[config.mk]
export PLATFORM = sky130hd
export DESIGN_NAME = usb_frame_tracker
export DESIGN_NICKNAME = d
export VERILOG_FILES = /design/src/rtl/ftrk_pkg.sv /design/src/rtl/ftrk_frame_reg.sv /design/src/rtl/ftrk_uframe_ctr.sv /design/src/rtl/ftrk_irq_gen.sv /design/src/rtl/usb_frame_tracker.sv
export SDC_FILE = /design/constraint.sdc
export NUM_CORES = 1
export LEC_CHECK = 0
export ABC_AREA = 1
export BUFFER_PORTS_ARGS = -buffer_cell sky130_fd_sc_hd__buf_4
export CAP_MARGIN = 20
export CORE_MARGIN = 8
export CORE_UTILIZATION = 40
export DETAILED_ROUTE_END_ITERATION = 12
export MAX_ROUTING_LAYER = met4
export PLACE_DENSITY_LB_ADDON = 0.12
export SKIP_CTS_REPAIR_TIMING = 1
export SYNTH_ARGS = -nofsm -noshare
export SYNTH_HDL_FRONTEND = slang
export SYNTH_SLANG_ARGS = --single-unit
[constraint.sdc]
create_clock -name clk -period 1.12 [get_ports clk]
set_clock_uncertainty 0.05 [all_clocks]
set_input_delay 0.056 -clock clk [delete_from_list [all_inputs] [get_ports clk]]
set_output_delay 0.056 -clock clk [all_outputs]
set_load 0.1 [all_outputs]
[src/rtl/ftrk_pkg.sv]
package ftrk_pkg;

    localparam int FRAME_W_DEF  = 11;
    localparam int UFRAME_W_DEF = 3;

    typedef enum logic {
        IRQ_RX_ONLY   = 1'b0,
        IRQ_RX_TIMER  = 1'b1
    } irq_mode_e;

    typedef struct packed {
        logic sof_ok;
        logic sof_bad;
        logic usof;
        logic tick;
    } ftrk_evt_t;

    function automatic logic irq_fire(input ftrk_evt_t ev, input irq_mode_e mode);
        return ev.sof_ok || ((mode == IRQ_RX_TIMER) && ev.tick);
    endfunction

endpackage

[src/rtl/ftrk_frame_reg.sv]
module ftrk_frame_reg #(
    parameter int WIDTH = 11
) (
    input  logic             clk,
    input  logic             rst,
    input  logic             load,
    input  logic [WIDTH-1:0] din,
    output logic [WIDTH-1:0] q
);
    always_ff @(posedge clk) begin
        if (rst)       q <= '0;
        else if (load) q <= din;
    end
endmodule

[src/rtl/ftrk_uframe_ctr.sv]
module ftrk_uframe_ctr #(
    parameter int WIDTH = 3
) (
    input  logic             clk,
    input  logic             rst,
    input  logic             clr,
    input  logic             inc,
    output logic [WIDTH-1:0] count
);
    localparam logic [WIDTH-1:0] ONE = WIDTH'(1);

    always_ff @(posedge clk) begin
        if (rst || clr) count <= '0;
        else if (inc)   count <= count + ONE;
    end
endmodule

[src/rtl/ftrk_irq_gen.sv]
module ftrk_irq_gen
    import ftrk_pkg::*;
(
    input  logic      clk,
    input  logic      rst,
    input  ftrk_evt_t ev,
    input  irq_mode_e mode,
    output logic      irq
);
    always_ff @(posedge clk) begin
        if (rst) irq <= 1'b0;
        else     irq <= irq_fire(ev, mode);
    end
endmodule

[src/rtl/usb_frame_tracker.sv]
module usb_frame_tracker
    import ftrk_pkg::*;
#(
    parameter int FRAME_W  = FRAME_W_DEF,
    parameter int UFRAME_W = UFRAME_W_DEF
) (
    input  logic                clk,
    input  logic                rst,
    input  logic                sof_ok_i,
    input  logic [FRAME_W-1:0]  sof_frame_i,
    input  logic                sof_bad_i,
    input  logic                usof_i,
    input  logic                interp_tick_i,
    input  logic                irq_mode_i,
    output logic [FRAME_W-1:0]  frame_o,
    output logic [UFRAME_W-1:0] uframe_o,
    output logic                sof_irq_o
);
    ftrk_evt_t ev;
    irq_mode_e mode;

    always_comb begin
        ev.sof_ok  = sof_ok_i;
        ev.sof_bad = sof_bad_i;
        ev.usof    = usof_i;
        ev.tick    = interp_tick_i;
        mode       = irq_mode_e'(irq_mode_i);
    end

    ftrk_frame_reg #(.WIDTH(FRAME_W)) u_frame (
        .clk  (clk),
        .rst  (rst),
        .load (ev.sof_ok),
        .din  (sof_frame_i),
        .q    (frame_o)
    );

    ftrk_uframe_ctr #(.WIDTH(UFRAME_W)) u_uframe (
        .clk   (clk),
        .rst   (rst),
        .clr   (ev.sof_ok),
        .inc   (ev.usof),
        .count (uframe_o)
    );

    ftrk_irq_gen u_irq (
        .clk  (clk),
        .rst  (rst),
        .ev   (ev),
        .mode (mode),
        .irq  (sof_irq_o)
    );
endmodule

==> results of run 1 <==
Yosys cell counts:
library cell / instances / area share, %
buf_4: 1 / 1.3
nor2_2: 1 / 1.1
nand2_1: 6 / 4.0
o21ai_1: 9 / 8.1
a21oi_2: 1 / 1.6
buf_6: 2 / 4.0
nor2_1: 27 / 18
o21ai_0: 2 / 1.8
a21oi_1: 1 / 0.90
nand3_1: 1 / 0.90
ha_1: 1 / 2.2
inv_1: 2 / 1.3
dfxtp_1: 15 / 54
inv_2: 1 / 0.67
path summary, 6_finish.rpt:
kind                                   startpoint  cells after the start  slack, ns           endpoint
worst max register to register  u_uframe.count[0]                      5       0.15  u_uframe.count[1]
worst max-delay path                          rst                      5       0.07       u_frame.q[5]
worst min register to register       u_frame.q[9]                      2       0.43       u_frame.q[9]
worst min-delay path                   irq_mode_i                      3      -0.01          u_irq.irq
cells in the final DEF (no fill, tap or decap):
cell type      instances
nor2_2                 1
clkbuf_4               3
buf_4                 31
dlygate4sd3_1         13
o21ai_1                9
a21oi_2                1
nand2_1                6
inv_2                  1
nand3_1                1
dfxtp_4                2
dfxtp_1                1
o21ai_0                2
clkbuf_1               1
a21oi_1                1
dfxtp_2               12
ha_1                   1
nor2_1                27
inv_1                  2
where the power goes:
| group | total, µW | internal [µW] | switching [µW] |
|---|---|---|---|
| clock network | 294 | 138 | 157 |
| logic | 444 | 130 | 315 |
| registers | 586 | 569 | 17.6 |
| total | 1330 | 836 | 489 |
final cells by class:
type                       instances  area [µm²]  area share [%]
timing repair buffer              44         363            37.9
sequential                        15         323            33.7
multi-input combinational         49         216            22.6
clock buffer                       4        26.3            2.74
tap                               15        18.8            1.96
inverter                           3        11.3            1.17
kinds of logic after synthesis:
kind of cell	Yosys count
and+or+nand+nor	35
DFF	15
AOI/OAI and AO/OA	13
buffers and inverters	6
adders and majority gates	1
stage by stage:
stage / total power, µW / setup slack (ns) / TNS, ns / std cells
2_1_floorplan: 904 / -0.00595 / -0.00595 / 70
3_3_place_gp: 1000 / 0.184 / 0 / 113
3_5_place_dp: 1010 / 0.168 / 0 / 113
4_1_cts: 1300 / 0.0866 / 0 / 117
5_1_grt: 1390 / 0.00477 / 0 / 130
6_report: 1330 / 0.0662 / 0 / 130
critical path, stage by stage:
cell	delay [ns]
dlygate4sd3_1	0.54
buf_4	0.14
inv_1	0.22
o21ai_1	0.12
nor2_1	0.12
per-layer routing:
layer	track usage, %	vias up	share of wire [%]
met2	14.5	21	48
met4	2.52	0	0.39
met1	11.1	254	43
met5	-	-	0
li1	-	312	-
met3	3.92	2	7.8
flip-flops by register name, indices dropped and copies added (netlist names):
| signal | flops |
|---|---|
| u_frame.q | 11 |
| u_irq.irq | 1 |
| u_uframe.count | 3 |
==> impl_metrics.yaml, run 1 <==
synthesis:
  syn_avg_cell_area_um2: 7.97
  syn-cell-area_um2: 558
  netlist_instances: 70
  synth_top_family_by_area: "simple AND/OR/NAND/NOR gates"
  synth_xor_area_share_pct: 0
  ys_types: 14
  yosysWarnings: 0
  syn_nets: 89
  synth_seq_cells: 15
  seq_area_frac_synth_pct: 53.8
  yosys.area_share.simple_pct: 24.2
  muxShareOfSynthArea_pct: 0
  synth_adder_area_share_pct: 2.24
  synth-compound-area-share_pct: 12.3
clocking:
  cts-root-buf: "clkbuf_4"
  htreeDepth: 1
  cts_tree: "yes"
  clk_pin_slew_ns: 0.08
  clock_latency_ns: 0.27
  cts_sinks: 15
  cts_made_buffers: 3
  cts_buffer_depth: 2
floorplan:
  io_pins: 33
  dieArea_um2: 2850
  die_x_um: 53.4
  die_height_um: 53.4
  core_um2: 1300
  rows: 13
  start_util_pct: 42.9
cells_and_area:
  num-fill-cells: 101
  final_area_um2: 958
  nets: 135
  diodes: 0
  drive_gt1_share_pct: 44.3
  synthToLayoutAreaGrowth_pct: 71.7
  fin_util_pct: 73.7
route:
  avgRoutedWirePerCell_um: 12.0
  via_per_inst: 4.53
  dr.pass1.iters: 4
  wl_mm: 1.55
  dr.first_iter.drc_count: 9
  ant_nets: 0
  dr_total_vias: 589
  drc: 0
global_routing:
  grtUsageTotal_pct: 9.44
  grt_pass1_vias: 478
  grt_max_degree: 14
  grt_pass1_wl_mm: 2.01
  antenna_found_initial: 0
  grt_overflow: 0
min_path:
  hold_class: "in -> reg"
worst_setup_path:
  start_kind: "input port"
  cp-end-kind: "register"
  crit_fanout: 11
  cp_data_arrival_time_ns: 1.20
  critical_path_required_ns: 1.27
  crit_type: "in -> reg"
timing:
  worstMarginPinSlew_ns: 0.285
  max_freq_mhz: 949
  fin_hold_ws_ns: -0.0129
  fin_crit_sh_pct: 94.1
  slew_viol_final: 0
  hold_viol: 1
  setup_viol: 0
  rsz0062_at_grt: "false"
  relSlewSlack_pct: 81.0
  min_period_ns: 1.05
status:
  status: "finished, violations left"
  violations: "hold timing"
placement:
  port_buffers: 31
  place_area_um2: 802
  gp_congestion: 0.672
  dp_hpwl_mm: 1.04
flow_run:
  drv_cap: 0
power:
  ir_drop_uv: 807
  power.leakage_uw: 0.000462
  powerDensity_nw_per_um2: 1380
No activity file was read; power rests on OpenSTA's default activity.
==> run 2, diff against run 1 <==
--- a/config.mk
+++ b/config.mk
@@ -13,6 +13,7 @@
 export DETAILED_ROUTE_END_ITERATION = 12
 export MAX_ROUTING_LAYER = met4
 export PLACE_DENSITY_LB_ADDON = 0.12
+export REMOVE_ABC_BUFFERS = 1
 export SKIP_CTS_REPAIR_TIMING = 1
 export SYNTH_ARGS = -nofsm -noshare
 export SYNTH_HDL_FRONTEND = slang
==> run 2 against run 1 <==
  * The run now ends clean
  * Via count up 2.7%
  * Count of clock-buffer cells in the layout unchanged
  * Die area stayed put
  * Critical endpoint is now uframe_o[1]
==> impl_metrics.yaml, run 2 (synthesized netlist as in run 1, its figures left out) <==
worst_setup_path:
  critPathBufInv: 1
  crit_fanout: 3
  critical_path_required_ns: 1.01
  max_stage_delay_ns: 0.36
  crit_path_top_delay_cell: "dfxtp_1"
  start_kind: "register"
  cp_data_arrival_time_ns: 0.95
  cp_cell_sequence: "buf_4"
  cp-end-kind: "output pin"
  crit_family: "flip-flops"
  crit_type: "reg -> out"
route:
  avgRoutedWirePerCell_um: 12.6
  ant_nets: 0
  drc: 0
  dr_total_vias: 605
  dr.pass1.iters: 4
  wl_mm: 1.67
  via_per_inst: 4.58
  dr.first_iter.drc_count: 14
clocking:
  cts_tree: "yes"
  clk_pin_slew_ns: 0.09
  htreeDepth: 1
  cts-root-buf: "clkbuf_4"
  cts_sinks: 15
  clock_latency_ns: 0.28
  cts_buffer_depth: 2
  cts_made_buffers: 3
timing:
  max_freq_mhz: 951
  fin_crit_sh_pct: 93.8
  setup_viol: 0
  min_period_ns: 1.05
  setup_slack_ns: 0.0689
  slew_viol_final: 0
  rsz0062_at_grt: "false"
  hold_viol: 0
  relSlewSlack_pct: 80.8
  fin_hold_ws_ns: 0.0782
  tns_ns: 0
  worstMarginPinSlew_ns: 0.288
cells_and_area:
  layout_common_cells: "30 x buf_4, 27 x nor2_1, 15 x dlygate4sd3_1, 15 x dfxtp_1, 9 x o21ai_1"
  num-fill-cells: 103
  reg_top3: "u_frame.q x11, u_uframe.count x3, u_irq.irq x1"
  layout_commonest_cell: "buf_4"
  nets: 137
  drive_gt1_share_pct: 31.6
  synthToLayoutAreaGrowth_pct: 72.0
  top_register: "u_frame.q"
  largest_register_ffs: 11
  diodes: 0
global_routing:
  grtUsageTotal_pct: 10.8
  grt_pass1_wl_mm: 2.19
  grt_pass1_vias: 522
  grt_max_degree: 14
  grt_overflow: 0
  antenna_found_initial: 0
floorplan:
  core_um2: 1300
  die_height_um: 53.4
  rows: 13
  io_pins: 33
  die_x_um: 53.4
  dieArea_um2: 2850
  start_util_pct: 42.9
placement:
  port_buffers: 31
  dp_hpwl_mm: 1.12
  gp_congestion: 0.742
  dp_slack_ns: 0.157
power:
  power.leakage_uw: 0.000466
  powerDensity_nw_per_um2: 1400
  ir_drop_uv: 981
flow_run:
  drv_cap: 0
min_path:
  hold_class: "in -> reg"
status:
  status: "finished clean"
## run 2: path summary, 6_finish.rpt
check / startpoint / slack [ns] / cells past startpoint / to
max: u_uframe.count[1] / 0.07 / 1 / uframe_o[1]
min: sof_ok_i / 0.08 / 3 / u_frame.q[9]
max reg2reg: u_uframe.count[0] / 0.13 / 5 / u_uframe.count[1]
min reg2reg: u_frame.q[9] / 0.44 / 2 / u_frame.q[9]
## run 2: layer usage
layer	share of wire [%]	routed length, µm	track usage, %	vias up
met2	55	914	17.8	14
met3	5.2	86	3.92	2
met5	0	0	-	-
li1	-	-	-	315
met1	39	653	10.6	274
met4	0.78	13	6.30	0
## run 2: area by class of cell
cell class                 instances  area (µm²)  area share [%]
clock buffer                       4        26.3            2.74
timing repair buffer              46         387            40.3
multi-input combinational         49         216            22.6
tap                               15        18.8            1.96
sequential                        15         300            31.3
inverter                           3        11.3            1.17
## run 2: metrics by stage
stage	cell area, µm²	instances	total power [µW]	utilization (%)
after floorplan	528	67	885	-
after global placement	779	113	1000	59.9
after detailed placement	779	113	1010	59.9
after CTS	806	117	1310	61.9
after global routing	960	132	1400	73.8
final	960	132	1340	73.8
## run 2: power breakdown
part / internal [µW] / switching [µW]
Sequential: 566 / 17.9
Combinational: 135 / 317
Clock: 138 / 168
Total: 839 / 504
## run 2: worst min-delay path, cell delays in order
cell     delay (ns)
buf_4          0.16
o21ai_1        0.09
nor2_1         0.07
